## config.mk

```make
export PLATFORM = sky130hd
export DESIGN_NAME = led_pin_ctrl
export DESIGN_NICKNAME = d
export VERILOG_FILES = /design/src/rtl/led_pin_pkg.sv /design/src/rtl/led_strap_capture.sv /design/src/rtl/led_pulse_stretch.sv /design/src/rtl/led_pad_drive.sv /design/src/rtl/led_pin_ctrl.sv
export SDC_FILE = /design/constraint.sdc
export NUM_CORES = 1
export LEC_CHECK = 0
export ABC_AREA = 1
export ABC_CLOCK_PERIOD_IN_PS = 1700
export BUFFER_PORTS_ARGS = -buffer_cell sky130_fd_sc_hd__buf_2
export CORE_MARGIN = 2
export CORE_UTILIZATION = 50
export DETAILED_ROUTE_END_ITERATION = 7
export GPL_TIMING_DRIVEN = 1
export HOLD_SLACK_MARGIN = 0.02
export MAX_ROUTING_LAYER = met4
export PLACE_DENSITY = 0.75
export SLEW_MARGIN = 20
export SYNTH_ARGS = -nofsm -noshare
export SYNTH_HDL_FRONTEND = slang
export SYNTH_SLANG_ARGS = --single-unit
export TNS_END_PERCENT = 100
```

## constraint.sdc

```tcl
create_clock -name clk -period 1.7 [get_ports clk]
set_clock_uncertainty 0.2 [all_clocks]
set_input_delay 0.255 -clock clk [delete_from_list [all_inputs] [get_ports clk]]
set_output_delay 0.255 -clock clk [all_outputs]
set_load 0.02 [all_outputs]
```

## src/rtl/led_pin_pkg.sv

```systemverilog
package led_pin_pkg;

  typedef enum logic {
    DRV_OPEN_DRAIN = 1'b0,
    DRV_PUSH_PULL  = 1'b1
  } drive_mode_e;

  function automatic drive_mode_e mode_from_cfg(input logic act_high);
    return act_high ? DRV_PUSH_PULL : DRV_OPEN_DRAIN;
  endfunction

endpackage

```

## src/rtl/led_strap_capture.sv

```systemverilog
module led_strap_capture (
  input  logic clk,
  input  logic rst_n,
  input  logic pin_i,
  output logic strap_o
);

  logic strap_q;
  logic strap_en;

  // follow the pin while reset is held, freeze on release
  assign strap_en = ~rst_n;

  always_ff @(posedge clk) begin
    if (strap_en) begin
      strap_q <= pin_i;
    end
  end

  assign strap_o = strap_q;

endmodule

```

## src/rtl/led_pulse_stretch.sv

```systemverilog
module led_pulse_stretch #(
  parameter int CNT_W = 8
) (
  input  logic             clk,
  input  logic             rst_n,
  input  logic             trig_i,
  input  logic [CNT_W-1:0] len_i,
  output logic             lit_o
);

  logic [CNT_W-1:0] cnt_q, cnt_nxt;
  logic             hit_q;
  logic             cnt_busy;

  assign cnt_busy = (cnt_q != '0);

  always_comb begin
    cnt_nxt = cnt_q;
    if (trig_i) begin
      cnt_nxt = len_i;
    end else if (cnt_busy) begin
      cnt_nxt = cnt_q - CNT_W'(1);
    end
  end

  always_ff @(posedge clk or negedge rst_n) begin
    if (!rst_n) begin
      cnt_q <= '0;
      hit_q <= 1'b0;
    end else begin
      cnt_q <= cnt_nxt;
      hit_q <= trig_i;
    end
  end

  assign lit_o = hit_q | cnt_busy;

endmodule

```

## src/rtl/led_pad_drive.sv

```systemverilog
module led_pad_drive
  import led_pin_pkg::*;
(
  input  logic        rst_n,
  input  drive_mode_e mode_i,
  input  logic        lit_i,
  output logic        pad_out,
  output logic        pad_oe
);

  always_comb begin
    pad_out = 1'b0;
    pad_oe  = 1'b0;
    if (rst_n) begin
      unique case (mode_i)
        DRV_PUSH_PULL: begin
          pad_oe  = 1'b1;
          pad_out = lit_i;
        end
        DRV_OPEN_DRAIN: begin
          pad_oe  = lit_i;
          pad_out = 1'b0;
        end
        default: begin
          pad_oe  = 1'b0;
          pad_out = 1'b0;
        end
      endcase
    end
  end

endmodule

```

## src/rtl/led_pin_ctrl.sv

```systemverilog
module led_pin_ctrl
  import led_pin_pkg::*;
#(
  parameter int NUM_EVENTS  = 4,
  parameter int STRETCH_W   = 8,
  parameter int DEFAULT_SRC = 0,
  localparam int SEL_W      = (NUM_EVENTS > 1) ? $clog2(NUM_EVENTS) : 1
) (
  input  logic                  clk,
  input  logic                  rst_n,
  input  logic                  pad_in,
  input  logic                  cfg_active_high,
  input  logic [SEL_W-1:0]      cfg_src_sel,
  input  logic [NUM_EVENTS-1:0] evt_in,
  input  logic [STRETCH_W-1:0]  stretch_len,
  output logic                  pad_out,
  output logic                  pad_oe,
  output logic                  eedet
);

  logic             act_high_q, act_high_nxt;
  logic [SEL_W-1:0] src_q, src_nxt;
  logic             sel_evt;
  logic             lit;
  drive_mode_e      drv_mode;

  always_comb begin
    act_high_nxt = cfg_active_high;
    src_nxt      = cfg_src_sel;
  end

  always_ff @(posedge clk or negedge rst_n) begin
    if (!rst_n) begin
      act_high_q <= 1'b0;
      src_q      <= SEL_W'(DEFAULT_SRC);
    end else begin
      act_high_q <= act_high_nxt;
      src_q      <= src_nxt;
    end
  end

  always_comb begin
    sel_evt = 1'b0;
    for (int i = 0; i < NUM_EVENTS; i++) begin
      if (src_q == SEL_W'(i)) begin
        sel_evt = sel_evt | evt_in[i];
      end
    end
  end

  assign drv_mode = mode_from_cfg(act_high_q);

  led_strap_capture u_strap (
    .clk     (clk),
    .rst_n   (rst_n),
    .pin_i   (pad_in),
    .strap_o (eedet)
  );

  led_pulse_stretch #(
    .CNT_W (STRETCH_W)
  ) u_stretch (
    .clk    (clk),
    .rst_n  (rst_n),
    .trig_i (sel_evt),
    .len_i  (stretch_len),
    .lit_o  (lit)
  );

  led_pad_drive u_drive (
    .rst_n   (rst_n),
    .mode_i  (drv_mode),
    .lit_i   (lit),
    .pad_out (pad_out),
    .pad_oe  (pad_oe)
  );

endmodule

```

==> flow_summary.json, run 1 <==
{
  "crit_fanout": 2,
  "grt_pass1_wl_um": 3200,
  "place_hpwl_um": 1220,
  "period_minus_slack_ns": 1.88,
  "gr-total-overflow": 0,
  "run_status": "finished, violations left",
  "ys_async_sr_fraction_pct": 92.3,
  "antenna_cells": 0,
  "firstDrtPassIters": 4,
  "ant_nets": 0,
  "ir_drop_mv": 0.511,
  "violations": "setup timing",
  "port_buffers": 20,
  "synth_cell_types": 21,
  "grt_max_degree": 14,
  "worst_pin_slew_ns": 0.214,
  "max_freq_mhz": 531,
  "yosys_warnings": 0,
  "fin_crit_sh_pct": 111,
  "antenna_found_initial": 0,
  "gp_congestion": 0.808,
  "p_per_area_nw_per_um2": 814,
  "endpoint_kind": "output pin",
  "maxSlewHeadroom_pct": 85.7,
  "synthCells": 103,
  "syn_area_um2": 796,
  "fillers": 106,
  "die_w_um": 43.9,
  "clock_path_buffers": 2,
  "synth_ff_type": "dfrtp_1",
  "stdcell_count": 161,
  "p_leak_nw": 0.608,
  "die_h_um": 43.9,
  "synth_edf_count": 1,
  "htreeDepth": 1,
  "insertion_delay_ns": 0.28,
  "synth-seq-area-share_pct": 41.5,
  "r2r_slack_ns": 0.10,
  "syn_area_per_cell_um2": 7.73,
  "syn2layout_area_growth_pct": 43.7,
  "power_mw": 0.931,
  "routedWlPerCell_um": 11.6,
  "drive_gt1_share_pct": 41.4,
  "path_class": "flip-flop to output pin",
  "io_pins": 21,
  "critPathSlowestCell": "dfrtp_1",
  "hold_violations": 0,
  "dp_cells": 144,
  "synth_nets": 123,
  "vias_per_cell": 4.99,
  "cp.required_ns": 1.24,
  "clk_pin_slew_worst_paths_ns": 0.08,
  "cp.arrival_ns": 1.43,
  "worst_setup_path_start_kind": "flip-flop",
  "cts_root_buffer": "clkbuf_4",
  "seq_area_um2": 330,
  "multiInputGateArea_um2": 430,
  "design.core.area_um2": 1510,
  "slew_viol_final": 0,
  "clkSinkCount": 13,
  "start_util_pct": 52.8,
  "grt_pass1_vias": 741,
  "rsz0062_at_grt": "yes",
  "drtIter0Drc": 10,
  "critPathMaxStageDelay_ns": 0.40,
  "setup_viol": 2,
  "layout.nets": 166,
  "grt.total_usage_pct": 24.0,
  "cts_buffers": 3,
  "fin_ws_ns": -0.183,
  "layout_commonest_cell": "nand2_1",
  "die_area_um2": 1930,
  "vias": 804,
  "final_cell_mix": "nand2_1, buf_2, inv_1, buf_4",
  "drv_cap": 0,
  "cts_tree": "built",
  "drc": 0,
  "hold_path.class": "primary input to flip-flop",
  "rows": 14,
  "ys_ff_latch": 13,
  "path_cells": "inv_2, ha_4, nand2_2, nor2_4, inv_2, nor2_4, nor3_2, buf_4",
  "dp_slack_ns": 0.0126,
  "drt_wl_total_um": 1870
}
[area by class of cell]
type                            instances  area share, %
Clock buffer                            4           2.30
Sequential cell                        13           28.9
Tap cell                               16           1.75
Multi-Input combinational cell         71           37.6
Inverter                               18           5.91
Timing Repair Buffer                   39           23.5
[critical path: cells and delay by family, from the launching register on]
family,cells,cell delay (ns)
buffers and inverters,3,0.29
adders and majority gates,1,0.13
and+or+nand+nor,4,0.33
DFF,1,0.40
[per-stage QoR]
step	TNS (ns)	cell area, um2	hold WS [ns]	utilization, %
2_1_floorplan	0	801	-0.241	-
3_3_place_gp	0	955	0.00314	63.4
3_5_place_dp	0	955	0.0140	63.4
4_1_cts	-0.429	1100	0.0347	72.8
5_1_grt	-0.506	1140	0.0305	75.9
6_report	-0.359	1140	0.0363	75.9
[where the power goes]
part	total (mW)	switching, mW	internal [mW]	leakage, nW
Combinational	0.338	0.179	0.159	0.443
Clock	0.195	0.104	0.0913	0.0150
Sequential	0.399	0.0413	0.357	0.150
[state kept, by name, indices dropped and copies added, names as in the netlist]
name / flops
u_stretch.cnt_q: 8
src_q: 2
act_high_q: 1
u_strap.strap_o: 1
u_stretch.hit_q: 1
[Yosys cell counts (3+ instances only)]
master   instances  share of area, %
nand3_1         12               7.5
nor2_1          11               5.2
nand2_1         27                13
inv_1           16               7.5
nand2_2          3               2.4
dfrtp_1         12                38
[timing repair]
| item | in CTS | in global routing |
|---|---|---|
| resized for setup | 9 | 7 |
| gates cloned | 0 | 0 |
| endpoints found under the hold margin | 18 | 0 |
| hold buffers | 7 | 0 |
| setup endpoints to repair | 2 | 6 |
| setup buffers | 3 | 4 |
| pin swaps | 4 | 5 |
[path summary, 6_finish.rpt]
path	start	to	depth (start not counted)
min in group asynchronous	rst_n	src_q[1]$_DFF_PN0_	3
hold reg to reg	u_stretch.cnt_q[3]$_DFFE_PN0P_	u_stretch.cnt_q[3]$_DFFE_PN0P_	3
setup / recovery	u_stretch.cnt_q[1]$_DFFE_PN0P_	pad_out	8
setup reg to reg	u_stretch.cnt_q[1]$_DFFE_PN0P_	u_stretch.cnt_q[6]$_DFFE_PN0P_	9
max in group asynchronous	rst_n	u_stretch.cnt_q[6]$_DFFE_PN0P_	3
hold / removal	stretch_len[3]	u_stretch.cnt_q[3]$_DFFE_PN0P_	3
[metal layers]
| layer | routed length [um] | vias up | part of all wire [%] | GRT usage, % |
|---|---|---|---|---|
| met4 | 62 | 0 | 3.3 | 11.5 |
| met1 | 743 | 367 | 40 | 25.1 |
| met2 | 971 | 27 | 52 | 41.5 |
| met3 | 97 | 7 | 5.2 | 6.25 |
| li1 | - | 403 | - | - |
| met5 | 0 | - | 0 | - |
[cells by family after synthesis]
group                      synth area share [%]
AOI/OAI and AO/OA                          4.72
xor gates and xnor gates                   1.10
adders and majority gates                  3.14
buffers and inverters                      9.91
DFF                                        41.5
and+or+nand+nor                            39.6
No activity file was read; power rests on OpenSTA's default activity.
==> inputs of run 2 (changes only) <==
Settings changed: ABC_AREA 1 to unset, ABC_CLOCK_PERIOD_IN_PS 1700 to unset, CORE_UTILIZATION 50 to 48.
==> flow_summary.json, run 2 <==
{
  "yosys-top-cells-count": "dfrtp_1, nand2_1, nor2_1",
  "start_util_pct": 51.7,
  "syn2layout_area_growth_pct": 80.5,
  "rows": 13,
  "antenna_found_initial": 0,
  "routedWlPerCell_um": 20.3,
  "synth_area_leader_cell": "dfrtp_1",
  "place_hpwl_um": 1160,
  "top_register": "u_stretch.cnt_q",
  "fillers": 44,
  "vias_per_cell": 5.77,
  "cts_tree": "built",
  "synth_ff_type": "dfrtp_1",
  "cts_buffers": 3,
  "timing.setup.tns_ns": -1.45,
  "drv_cap": 0,
  "insertion_delay_ns": 0.30,
  "violations": "setup timing",
  "worst_setup_path_start_kind": "flip-flop",
  "reg2regPathDepth": 8,
  "top_regs": "u_stretch.cnt_q (8), src_q (2)",
  "drive_gt1_share_pct": 60.2,
  "layout_commonest_cell": "buf_4",
  "max_freq_mhz": 461,
  "synth_top_area_share_pct": 44.1,
  "worst_pin_slew_ns": 0.335,
  "ir_drop_mv": 0.698,
  "crit_family": "simple AND/OR/NAND/NOR gates",
  "largest_register_ffs": 8,
  "synth_cell_types": 26,
  "synth_area_leaders": "dfrtp_1, nand2_1, mux2i_1",
  "die_w_um": 41.7,
  "p_per_area_nw_per_um2": 1010,
  "synth_edf_count": 1,
  "critPathMaxStageDelay_ns": 0.40,
  "r2r_slack_ns": -0.34,
  "gp_congestion": 0.796,
  "htreeDepth": 1,
  "clk_pin_slew_worst_paths_ns": 0.08,
  "p_leak_nw": 0.572,
  "rsz0062_at_grt": "yes",
  "io_pins": 21,
  "maxSlewHeadroom_pct": 77.5,
  "seq_area_um2": 330,
  "hold-path-endpoint": "u_strap.strap_o$_DFFE_PN_",
  "crit_fanout": 3,
  "dp_slack_ns": -0.108,
  "ys_ff_latch": 13,
  "synth_most_common_cell": "dfrtp_1",
  "firstDrtPassIters": 4,
  "final_cell_mix": "buf_4, buf_2, dlygate4sd3_1",
  "slew_viol_final": 0,
  "port_buffers": 20,
  "grt.total_usage_pct": 32.7,
  "critPathSlowestCell": "dfrtp_1",
  "path_cells": "inv_2, ha_4, nor4b_4, nand2_2, nor3_2, nor2_1, buf_2",
  "drt_wl_total_um": 2700,
  "gr-total-overflow": 0,
  "clkSinkCount": 13,
  "path_class": "flip-flop to output pin",
  "synth_nets": 80,
  "layout.nets": 139,
  "rr_endpoint": "u_stretch.cnt_q[1]$_DFFE_PN0P_",
  "setup_viol": 8,
  "cts_root_buffer": "clkbuf_4",
  "grt_max_degree": 13,
  "cp.buffers_inverters": 2,
  "cp.arrival_ns": 1.71,
  "design.core.area_um2": 1320,
  "hold_violations": 0,
  "fin_ws_ns": -0.469,
  "multiInputGateArea_um2": 433,
  "vias": 767,
  "grt_pass1_vias": 828,
  "drtIter0Drc": 40,
  "fin_area_um2": 1230,
  "power_mw": 1.24,
  "synthCells": 60,
  "ant_nets": 0,
  "crit_path_start": "u_stretch.cnt_q[0]$_DFFE_PN0P_",
  "syn_area_um2": 681,
  "min_from": "rst_n",
  "run_status": "finished, violations left",
  "yosys_warnings": 0,
  "clock_path_buffers": 2,
  "die_h_um": 41.7,
  "endpoint_kind": "output pin",
  "postPlaceCellArea_um2": 901,
  "fin_crit_sh_pct": 128,
  "hold_path.class": "primary input to flip-flop",
  "rr_startpoint": "u_stretch.cnt_q[0]$_DFFE_PN0P_",
  "grt_pass1_wl_um": 3880,
  "period_minus_slack_ns": 2.17,
  "drc": 0,
  "syn_area_per_cell_um2": 11.3,
  "whs_path_depth": 2,
  "synth-seq-area-share_pct": 48.5,
  "antenna_cells": 0,
  "ys_async_sr_fraction_pct": 92.3,
  "die_area_um2": 1740,
  "cp.required_ns": 1.24
}
-- run 2: changes by cell type in the layout (fill, tap and decap cells not counted), sizes merged, moves of 6 or more --
cell,delta
buf,+10
nand3,-15
dlygate4sd3,+6
nor2,-8
inv,-15
nand2,-21
-- run 2: worst max-delay path by stage --
stage | cells after the start | end | slack [ns]
2_1_floorplan | 5 | pad_out | 0.01
3_3_place_gp | 6 | pad_out | -0.04
3_5_place_dp | 7 | pad_oe | -0.11
4_1_cts | 6 | pad_out | -0.35
5_1_grt | 7 | pad_oe | -0.54
6_report | 7 | pad_oe | -0.47
-- run 2: power breakdown --
part | total [mW] | switching [mW] | internal (mW)
clock network | 0.216 | 0.124 | 0.0917
logic | 0.595 | 0.282 | 0.313
registers | 0.429 | 0.0625 | 0.366
-- run 2: cell type report --
class	count	area share, %
sequential	13	26.9
timing repair buffer	55	33.3
tap	15	1.53
multi-input combinational	43	35.2
clock buffer	4	2.14
inverter	3	0.916
-- run 2: repair_timing --
| item | in CTS | in global routing |
|---|---|---|
| gates resized for setup | 14 | 12 |
| hold buffers | 13 | 0 |
| endpoints found under the hold margin | 24 | 0 |
| pin swaps | 6 | 4 |
| setup buffers | 7 | 5 |
| endpoints found under the setup margin | 5 | 10 |
-- run 2: cell families (layout without fill, tap and decap cells) --
| group | count (synthesis) | count (layout) | share of synthesized area (%) |
|---|---|---|---|
| AO/OA/AOI/OAI | 10 | 10 | 11.6 |
| buffers and inverters | 4 | 62 | 3.68 |
| flip-flops | 13 | 13 | 48.5 |
| XOR/XNOR | 4 | 4 | 5.15 |
| adder cells (fa/ha/maj) | 2 | 2 | 3.68 |
| AND/OR/NAND/NOR | 22 | 22 | 18.0 |
| multiplexers | 5 | 5 | 9.37 |
-- run 2: per-layer routing --
layer / routed length (um) / global-route usage, % / part of all wire, % / vias to the layer above
li1: - / - / - / 322
met1: 978 / 34.9 / 36 / 377
met2: 1370 / 53.1 / 51 / 58
met3: 234 / 10.0 / 8.7 / 10
met4: 116 / 19.4 / 4.3 / 0
met5: 0 / - / 0 / -
-- run 2: stage by stage --
step                      hold WS (ns)  util [%]  cells
final                            0.109      93.3    133
after detailed placement        0.0354      68.4    108
after CTS                       0.0915      87.5    129
after global routing             0.103      93.3    133
after global placement          0.0328      68.4    108
after floorplan                 -0.241         -     60
-- run 2: worst register-to-register path: stages (launching register included) --
cell,delay [ns]
dfrtp_1,0.40
inv_2,0.09
ha_4,0.13
nor4b_4,0.25
nand2_2,0.14
buf_4,0.15
buf_4,0.13
mux2i_2,0.16
mux2_4,0.27
